===== config.mk =====
export PLATFORM = sky130hd
export DESIGN_NAME = gfxw_write_path
export DESIGN_NICKNAME = d
export VERILOG_FILES = /design/src/rtl/gfxw_pkg.sv /design/src/rtl/gfxw_regs.sv /design/src/rtl/gfxw_lane.sv /design/src/rtl/gfxw_write_path.sv
export SDC_FILE = /design/constraint.sdc
export NUM_CORES = 1
export LEC_CHECK = 0
export ABC_AREA = 1
export ABC_CLOCK_PERIOD_IN_PS = 2400
export BUFFER_PORTS_ARGS = -buffer_cell sky130_fd_sc_hd__buf_4
export CAP_MARGIN = 5
export CORE_AREA = 4 4 147 121
export DETAILED_ROUTE_END_ITERATION = 10
export DIE_AREA = 0 0 151 125
export GPL_TIMING_DRIVEN = 0
export PLACE_DENSITY = 0.66
export SYNTH_ARGS = -nofsm -noshare
export SYNTH_HDL_FRONTEND = slang
export SYNTH_SLANG_ARGS = --single-unit

===== constraint.sdc =====
create_clock -name clk -period 2.4 [get_ports clk]
set_input_delay 0.24 -clock clk [delete_from_list [all_inputs] [get_ports clk]]
set_output_delay 0.24 -clock clk [all_outputs]
set_load 0.01 [all_outputs]

===== src/rtl/gfxw_pkg.sv =====
// Shared types for the planar write datapath.
// Assumes four planes of eight-bit bytes in the register encodings.
package gfxw_pkg;
    typedef enum logic [1:0] {
        WM_ALU   = 2'd0,
        WM_COPY  = 2'd1,
        WM_COLOR = 2'd2,
        WM_FILL  = 2'd3
    } wmode_e;

    typedef enum logic [1:0] {
        LF_PASS = 2'd0,
        LF_AND  = 2'd1,
        LF_OR   = 2'd2,
        LF_XOR  = 2'd3
    } lfunc_e;

    localparam logic [3:0] IX_COLOR  = 4'd0;
    localparam logic [3:0] IX_CEN    = 4'd1;
    localparam logic [3:0] IX_CMP    = 4'd2;
    localparam logic [3:0] IX_ROT    = 4'd3;
    localparam logic [3:0] IX_RDMAP  = 4'd4;
    localparam logic [3:0] IX_MODE   = 4'd5;
    localparam logic [3:0] IX_MISC   = 4'd6;
    localparam logic [3:0] IX_CMPEN  = 4'd7;
    localparam logic [3:0] IX_BMASK  = 4'd8;
endpackage


===== src/rtl/gfxw_regs.sv =====
// Control register bank behind an index/data port pair.
// Assumes DW >= NPLANES and DW is a power of two. Reads are combinational.
// Writes take effect at the clock edge. Indices above 8 are not decoded.
module gfxw_regs
    import gfxw_pkg::*;
#(
    parameter int NPLANES = 4,
    parameter int DW      = 8,
    localparam int RW     = $clog2(DW)
) (
    input  logic               clk,
    input  logic               rst_n,
    input  logic               idx_wr,
    input  logic [7:0]         idx_wdata,
    input  logic               dat_wr,
    input  logic [DW-1:0]      dat_wdata,
    output logic [3:0]         idx_q,
    output logic [DW-1:0]      rd_data,
    output logic [NPLANES-1:0] color_q,
    output logic [NPLANES-1:0] cen_q,
    output logic [RW-1:0]      rot_cnt,
    output lfunc_e             lfunc,
    output wmode_e             wmode,
    output logic [DW-1:0]      bmask_q
);
    logic [NPLANES-1:0] cmp_q, cmpen_q;
    logic [DW-1:0]      rot_q, mode_q, misc_q;
    logic [1:0]         rdmap_q;

    // Index register keeps the low nibble.
    always_ff @(posedge clk) begin
        if (!rst_n)      idx_q <= '0;
        else if (idx_wr) idx_q <= idx_wdata[3:0];
    end

    // Data port writes the register chosen by the index.
    always_ff @(posedge clk) begin
        if (!rst_n) begin
            color_q <= '0; cen_q <= '0; cmp_q <= '0; cmpen_q <= '0;
            rot_q <= '0; mode_q <= '0; misc_q <= '0; rdmap_q <= '0;
            bmask_q <= '0;
        end else if (dat_wr) begin
            case (idx_q)
                IX_COLOR: color_q <= dat_wdata[NPLANES-1:0];
                IX_CEN:   cen_q   <= dat_wdata[NPLANES-1:0];
                IX_CMP:   cmp_q   <= dat_wdata[NPLANES-1:0];
                IX_ROT:   rot_q   <= dat_wdata;
                IX_RDMAP: rdmap_q <= dat_wdata[1:0];
                IX_MODE:  mode_q  <= dat_wdata;
                IX_MISC:  misc_q  <= dat_wdata;
                IX_CMPEN: cmpen_q <= dat_wdata[NPLANES-1:0];
                IX_BMASK: bmask_q <= dat_wdata;
                default:  ;
            endcase
        end
    end

    // Readback mux; undecoded indices return zero.
    always_comb begin
        rd_data = '0;
        case (idx_q)
            IX_COLOR: rd_data[NPLANES-1:0] = color_q;
            IX_CEN:   rd_data[NPLANES-1:0] = cen_q;
            IX_CMP:   rd_data[NPLANES-1:0] = cmp_q;
            IX_ROT:   rd_data = rot_q;
            IX_RDMAP: rd_data[1:0] = rdmap_q;
            IX_MODE:  rd_data = mode_q;
            IX_MISC:  rd_data = misc_q;
            IX_CMPEN: rd_data[NPLANES-1:0] = cmpen_q;
            IX_BMASK: rd_data = bmask_q;
            default:  rd_data = '0;
        endcase
    end

    // Decoded control fields for the datapath.
    assign rot_cnt = rot_q[RW-1:0];
    assign lfunc   = lfunc_e'(rot_q[RW+1:RW]);
    assign wmode   = wmode_e'(mode_q[1:0]);
endmodule


===== src/rtl/gfxw_lane.sv =====
// One plane's write-data lane. It applies the colour override, the latch
// function and the bit mask for the selected write mode.
// Assumes rot_data is already rotated. Purely combinational.
module gfxw_lane
    import gfxw_pkg::*;
#(
    parameter int DW = 8
) (
    input  wmode_e        wmode,
    input  lfunc_e        lfunc,
    input  logic [DW-1:0] rot_data,
    input  logic          cpu_bit,
    input  logic          color_bit,
    input  logic          cen_bit,
    input  logic [DW-1:0] bmask,
    input  logic [DW-1:0] latch,
    output logic [DW-1:0] wdata
);
    logic [DW-1:0] src, alu, fmask;

    // Pick source byte: rotated data, colour override or CPU colour bit.
    always_comb begin
        case (wmode)
            WM_ALU:   src = cen_bit ? {DW{color_bit}} : rot_data;
            WM_COLOR: src = {DW{cpu_bit}};
            default:  src = rot_data;
        endcase
    end

    // Combine source with the latch.
    always_comb begin
        case (lfunc)
            LF_AND:  alu = src & latch;
            LF_OR:   alu = src | latch;
            LF_XOR:  alu = src ^ latch;
            default: alu = src;
        endcase
    end

    // Final merge against the latch per mode.
    always_comb begin
        fmask = rot_data & bmask;
        case (wmode)
            WM_COPY: wdata = latch;
            WM_FILL: wdata = (fmask & {DW{color_bit}}) | (~fmask & latch);
            default: wdata = (alu & bmask) | (latch & ~bmask);
        endcase
    end
endmodule


===== src/rtl/gfxw_write_path.sv =====
// Top of the planar write datapath: register bank, CPU byte rotator and one
// lane per plane. Assumes DW >= NPLANES. Plane p is bits p*DW +: DW.
module gfxw_write_path
    import gfxw_pkg::*;
#(
    parameter int NPLANES = 4,
    parameter int DW      = 8,
    localparam int RW     = $clog2(DW),
    localparam int BW     = NPLANES * DW
) (
    input  logic               clk,
    input  logic               rst_n,
    input  logic               idx_wr,
    input  logic [7:0]         idx_wdata,
    output logic [7:0]         idx_rd_data,
    input  logic               dat_wr,
    input  logic [DW-1:0]      dat_wdata,
    output logic [DW-1:0]      dat_rd_data,
    input  logic               cpu_wr,
    input  logic [DW-1:0]      cpu_data,
    input  logic [BW-1:0]      latch_in,
    input  logic [NPLANES-1:0] plane_en,
    output logic [BW-1:0]      plane_wdata,
    output logic [NPLANES-1:0] plane_we
);
    logic [3:0]         idx_q;
    logic [NPLANES-1:0] color_q, cen_q;
    logic [RW-1:0]      rot_cnt;
    lfunc_e             lfunc;
    wmode_e             wmode_q;
    logic [DW-1:0]      bitmask_q;
    logic [2*DW-1:0]    rot_wide;
    logic [DW-1:0]      rot_data;

    gfxw_regs #(.NPLANES(NPLANES), .DW(DW)) u_regs (
        .clk(clk), .rst_n(rst_n),
        .idx_wr(idx_wr), .idx_wdata(idx_wdata),
        .dat_wr(dat_wr), .dat_wdata(dat_wdata),
        .idx_q(idx_q), .rd_data(dat_rd_data),
        .color_q(color_q), .cen_q(cen_q),
        .rot_cnt(rot_cnt), .lfunc(lfunc),
        .wmode(wmode_q), .bmask_q(bitmask_q)
    );

    // Rotate the CPU byte right by the programmed count.
    always_comb begin
        rot_wide = {cpu_data, cpu_data} >> rot_cnt;
        rot_data = rot_wide[DW-1:0];
    end

    assign idx_rd_data = {4'b0000, idx_q};

    for (genvar p = 0; p < NPLANES; p++) begin : g_lane
        gfxw_lane #(.DW(DW)) u_lane (
            .wmode(wmode_q), .lfunc(lfunc), .rot_data(rot_data),
            .cpu_bit(cpu_data[p]), .color_bit(color_q[p]), .cen_bit(cen_q[p]),
            .bmask(bitmask_q), .latch(latch_in[p*DW +: DW]),
            .wdata(plane_wdata[p*DW +: DW])
        );
    end

    // Plane write enables gated by the CPU strobe.
    assign plane_we = plane_en & {NPLANES{cpu_wr}};
endmodule


# After elaboration in Yosys (flattened, before gate mapping)
# Index checks and enable logic that the tools add are counted.
# op_classes
n_eq_ne,14
shifts,1
n_mux,19
n_bitwise,40
reduce_logical,11
# ops
op,count
8-bit AND,21
8-bit case mux with 2 select lines,8
8-bit OR,12
8-bit case mux with 3 select lines,4
8-bit 2-to-1 mux,4
8-bit bitwise XOR,4
2-bit case mux with 9 select lines,1
2-bit AND reduction,9
4-bit by 3-bit == test with 1-bit output (second input constant),4
8-bit NOT,2
2-bit case mux with 8 select lines,1
4-bit case mux with 4 select lines,1
16-bit by 3-bit right shift with 8-bit output,1
2-bit == test (second input constant),4
4-bit by 2-bit == test with 1-bit output (second input constant),2
4-bit AND,1
2-bit by 1-bit == test with 1-bit output (second input constant),2
4-bit by 1-bit == test with 1-bit output (second input constant),1
4-bit == test (second input constant),1
4-bit zero test,1
2-bit zero test,1
# totals
ff_bits,54
output_inout_bits,52
elab_cells,95

# Depth between registers and ports, before layout
# depth
word_depth,8
mapped_depth,21

# Cells and area by module
# From an unflattened synthesis, not the netlist that was laid out.
# hier_totals
hier_cells,1312
area_unflattened_um2,7004.2
# by_module_without_submodules
module,instances,cells_each,area_per_inst_um2
gfxw_lane,4,220,1024.7
gfxw_regs,1,357,2504.9
gfxw_write_path,1,75,400.4

# Worst setup path after synthesis
# Ideal clock, no wire load.
# synth_path
path_kind,register to output
from,reg u_regs.rot_q[0]
to,out plane_wdata[2]
arrival_time_ps,1899
required_ps,2160
slack_ps,261
stages_incl_launch_ff,22
path_buffers,1
path_cell_list,dfxtp_1 buf_6 inv_8 nand2_2 nand3_2 nand3_2 nand2_4 nand2_2 nand2_1 nand2_1 nand2_1 ha_1 nand2_1 nand2_1 o21ai_0 nand2_1 nand2_1 nand3_1 nand2_1 nand2_1 nand2_1 nand2_1
# synth_between
elab_chain_cells,8
# synth_rtl
element,line_no,rtl
"start, declared",gfxw_regs.sv:27,"logic [DW-1:0] rot_q, mode_q, misc_q;"
"start signal, assigned",gfxw_regs.sv:47,IX_ROT: rot_q <= dat_wdata;
16-bit by 3-bit right shift with 8-bit output *,gfxw_write_path.sv:47,"rot_wide = {cpu_data, cpu_data} >> rot_cnt;"
8-bit 2-to-1 mux,gfxw_lane.sv:24,WM_ALU: src = cen_bit ? {DW{color_bit}} : rot_data;
8-bit case mux with 2 select lines,gfxw_lane.sv:23,case (wmode)
"8-bit bitwise XOR, or another cell as far along",gfxw_lane.sv:35,LF_XOR: alu = src ^ latch;
8-bit case mux with 3 select lines,gfxw_lane.sv:32,case (lfunc)
8-bit AND,gfxw_lane.sv:46,default: wdata = (alu & bmask) | (latch & ~bmask);
8-bit OR,gfxw_lane.sv:46,
8-bit case mux with 2 select lines *,gfxw_lane.sv:43,case (wmode)
"end, declared",gfxw_write_path.sv:23,"output logic [BW-1:0] plane_wdata,"
# Every way passes the cells marked *; elsewhere a longest branch is shown, timed or not.

# Final worst setup path
# layout_path
from,reg u_regs.rot_q[0]
to,out plane_wdata[3]
# Same word-level chain as after synthesis.

==> flow_summary.json <==
{
  "nFillCells": 1697,
  "leakage_nw": 4.257,
  "avgSynthCellArea_um2": 5.694,
  "worst_pin_slew_ps": 700.0,
  "layout-drive-gt1-share_pct": 26.61,
  "crit_type": "reg -> out",
  "start_kind": "register",
  "yosysWarningCount": 0,
  "stdcell_count": 1494,
  "synth-compound-area-share_pct": 23.26,
  "synth_area_um2": 6440,
  "crit_chain": "buf_12 -> inv_12 -> nand2_8 -> nand3_4 -> nand3_4 -> nand2_8 -> buf_6 -> nand2_1 -> nand2_1 -> nand2_1 -> nand2_1 -> ha_1 -> nand2_1 -> nand2_1 -> o21ai_2 -> nand2_1 -> nand2_1 -> nand3_1 -> nand2_1 -> nand2_1 -> nand2_1 -> nand2_1 -> buf_4",
  "comb_power_share_pct": 37.9,
  "cp-end-kind": "output pin",
  "firstDrtPassIters": 6,
  "seq_area_um2": 1086,
  "cp-startpoint": "u_regs.rot_q[0]",
  "drtAntennaViolNets": 0,
  "place.gp.congestion": 0.9843,
  "wl_mm": 25.24,
  "cts.htree.levels": 2,
  "rsz0062_at_grt": "yes",
  "fin_util_pct": 52.43,
  "grt_pass1_wl_mm": 37.78,
  "p_clk_share_pct": 31.0,
  "p_int_mw": 2.021,
  "synth_xor_area_share_pct": 0,
  "ys.flop_type": "dfxtp_1",
  "maxSlewHeadroom_pct": 53.28,
  "cp.depth": 23,
  "crit_family": "simple AND/OR/NAND/NOR gates",
  "drtIter0Drc": 773,
  "grt_pass1_vias": 7040,
  "synth_top_family_by_area": "simple AND/OR/NAND/NOR gates",
  "wl_per_cell_um": 16.89,
  "io_buffers": 106,
  "cp_data_required_time_ps": 2160,
  "num_antenna_cells": 0,
  "placedCellCount": 1460,
  "std_cell_rows": 42,
  "grt_usage_pct": 24.84,
  "die_area_um2": 18880,
  "dpl.hpwl_mm": 17.84,
  "clock_path_buffers": 2,
  "hp-class": "in -> reg",
  "route.detailed.drc": 0,
  "whs_ps": 232.1,
  "crit_end": "plane_wdata[3]",
  "power_mw": 3.120,
  "start_util_pct": 39.53,
  "final.setup.worst_slack_ps": -489.6,
  "numCtsBuffers": 5,
  "rr_startpoint": "u_regs.idx_q[3]",
  "critPathMaxFanout": 6,
  "final_nets": 1370,
  "crit_buf_inv": 4,
  "hold_viol_final": 0,
  "grt_max_degree": 17,
  "crit_arrival_ps": 2650,
  "clk_latency_ps": 300,
  "synthMuxAreaShare_pct": 0,
  "post-place-ws_ps": -380.8,
  "failed_checks": "negative setup slack",
  "cts.sinks": 54,
  "synth_simple_gate_area_share_pct": 40.55,
  "switching_share_pct": 35.24,
  "critPathSlowestCell": "dfxtp_2",
  "dieHeight_um": 125,
  "seq_power_share_pct": 31.0,
  "fin_crit_ps": 2890,
  "cp_slowest_stage_delay_ps": 360,
  "gr-total-overflow": 0,
  "synthAdderAreaFrac_pct": 6.217,
  "netlist_instances": 1131,
  "die_w_um": 151,
  "multi_input_area_um2": 5071,
  "cap_violations": 0,
  "finalClockSkew_ps": 7.365,
  "setup_viol": 32,
  "power_density_nw_per_um2": 365.3,
  "boundaryPins": 117,
  "synth-edff-count": 0,
  "async_flop_share_pct": 0,
  "status": "finished with violations",
  "cts_tree": "built",
  "timing.fmax_ghz": 0.3461,
  "vias": 7926,
  "via_per_inst": 5.305,
  "r2r_end": "u_regs.rot_q[7]",
  "core-area_um2": 16290,
  "cts.root.buffer_cell": "clkbuf_16",
  "cp_common_cell": "nand2_1",
  "synth_cell_types": 33,
  "r2r_setup_slack_ps": 550,
  "synth-seq-area-share_pct": 16.79,
  "rr_worst_depth": 7,
  "synth_seq_cells": 54,
  "ir_worst_vdd_v": 0.0003203,
  "clkTransAtPathRegs_ps": 70,
  "p_switching_mw": 1.099,
  "area_growth_pct": 32.64,
  "fin_crit_sh_pct": 120.4,
  "drv_slew": 0,
  "antenna_found_initial": 0
}
==> area by class of cell <==
class / instances / area share [%]
well taps: 220 / 3.222
clock buffers: 6 / 1.626
repair buffers: 130 / 11.91
flip-flops and latches: 54 / 12.71
inverters: 151 / 6.987
clock inverters: 2 / 0.7031
repair inverters: 1 / 0.1025
plain buffers: 46 / 3.369
multi-input cells: 884 / 59.37
==> synthesized netlist by cell type (17+ instances only) <==
cell	instances	area, um^2
a21oi_1	101	505.5
o22ai_1	28	175.2
dfxtp_1	54	1081
inv_1	138	518.0
nand2_1	433	1625
nand3_2	31	310.3
o21ai_2	17	148.9
nand2_2	19	118.9
nand3_1	61	305.3
ha_1	32	400.4
o21ai_0	105	525.5
==> cell families (layout without fill, tap and decap cells) <==
kind of cell / count (synthesis) / in the layout
AND/OR/NAND/NOR: 577 / 580
flip-flops: 54 / 54
adder cells (fa/ha/maj): 32 / 32
AO/OA/AOI/OAI: 268 / 268
other: 1 / 4
buffers and inverters: 199 / 336
==> timing repair <==
| item | in CTS | in global routing |
|---|---|---|
| buffers inserted | 11 | 12 |
| cloned | 3 | 2 |
| hold endpoints to repair | 0 | 0 |
| setup endpoints to repair | 32 | 32 |
| pin swaps | 11 | 42 |
| hold buffers | 0 | 0 |
| resized for setup | 51 | 111 |
==> worst reg2reg max path: cells and delay by family, from the launching register on <==
| family | cells | cell delay (ps) |
|---|---|---|
| DFF | 1 | 350 |
| buffers and inverters | 2 | 450 |
| AOI/OAI and AO/OA | 2 | 220 |
| and+or+nand+nor | 3 | 720 |
==> worst min path at each step <==
| stage | end | from | cells after the start |
|---|---|---|---|
| after CTS | u_regs.idx_q[1] | idx_wdata[1] | 3 |
| after detailed placement | u_regs.misc_q[7] | u_regs.misc_q[7] | 2 |
| final | u_regs.idx_q[2] | idx_wdata[2] | 3 |
| after global placement | u_regs.misc_q[4] | u_regs.misc_q[4] | 2 |
| after global routing | u_regs.idx_q[1] | idx_wdata[1] | 3 |
| after floorplan | u_regs.cmpen_q[0] | dat_wdata[0] | 2 |
==> through the flow <==
| step | setup TNS [ps] | cell area (um^2) |
|---|---|---|
| final | -13550 | 8542 |
| after detailed placement | -9415 | 7522 |
| after global placement | -9315 | 7522 |
| after floorplan | 0 | 6451 |
| after CTS | -11780 | 8026 |
| after global routing | -19210 | 8542 |
==> power by group through the flow <==
stage          clock network, mW  logic, mW  registers, mW
2_1_floorplan                  0      0.644          0.967
3_3_place_gp                   0       1.02          0.972
3_5_place_dp                   0       1.03          0.972
4_1_cts                    0.977       1.06          0.966
5_1_grt                     1.01       1.32          0.971
6_report                   0.968       1.18          0.968
==> routing by layer <==
metal | vias to the layer above | part of all wire [%] | global-route usage [%]
met5 | - | 0 | 0
met4 | 0 | 2.4 | 7.036
met2 | 364 | 42 | 35.93
li1 | 3952 | - | -
met3 | 50 | 11 | 5.608
met1 | 3560 | 45 | 36.73
==> layout by cell type (no fill, tap or decap), types with 28 or more instances in the layout <==
master and instances:
dfxtp_1 50, o21ai_0 77, buf_4 136, o22ai_1 28, inv_1 138, nand2_2 52, a21oi_1 89, nand2_1 392
ha_1 31, nand3_1 60
==> registers in the layout, summed over array words and instances, names as in the netlist <==
register and flops:
u_regs.rot_q 8, u_regs.cmpen_q 4, u_regs.color_q 4, u_regs.rdmap_q 2, u_regs.bmask_q 8, u_regs.mode_q 8, u_regs.cmp_q 4, u_regs.misc_q 8
u_regs.idx_q 4, u_regs.cen_q 4
Note: power is estimated with default switching activity, not from simulation.
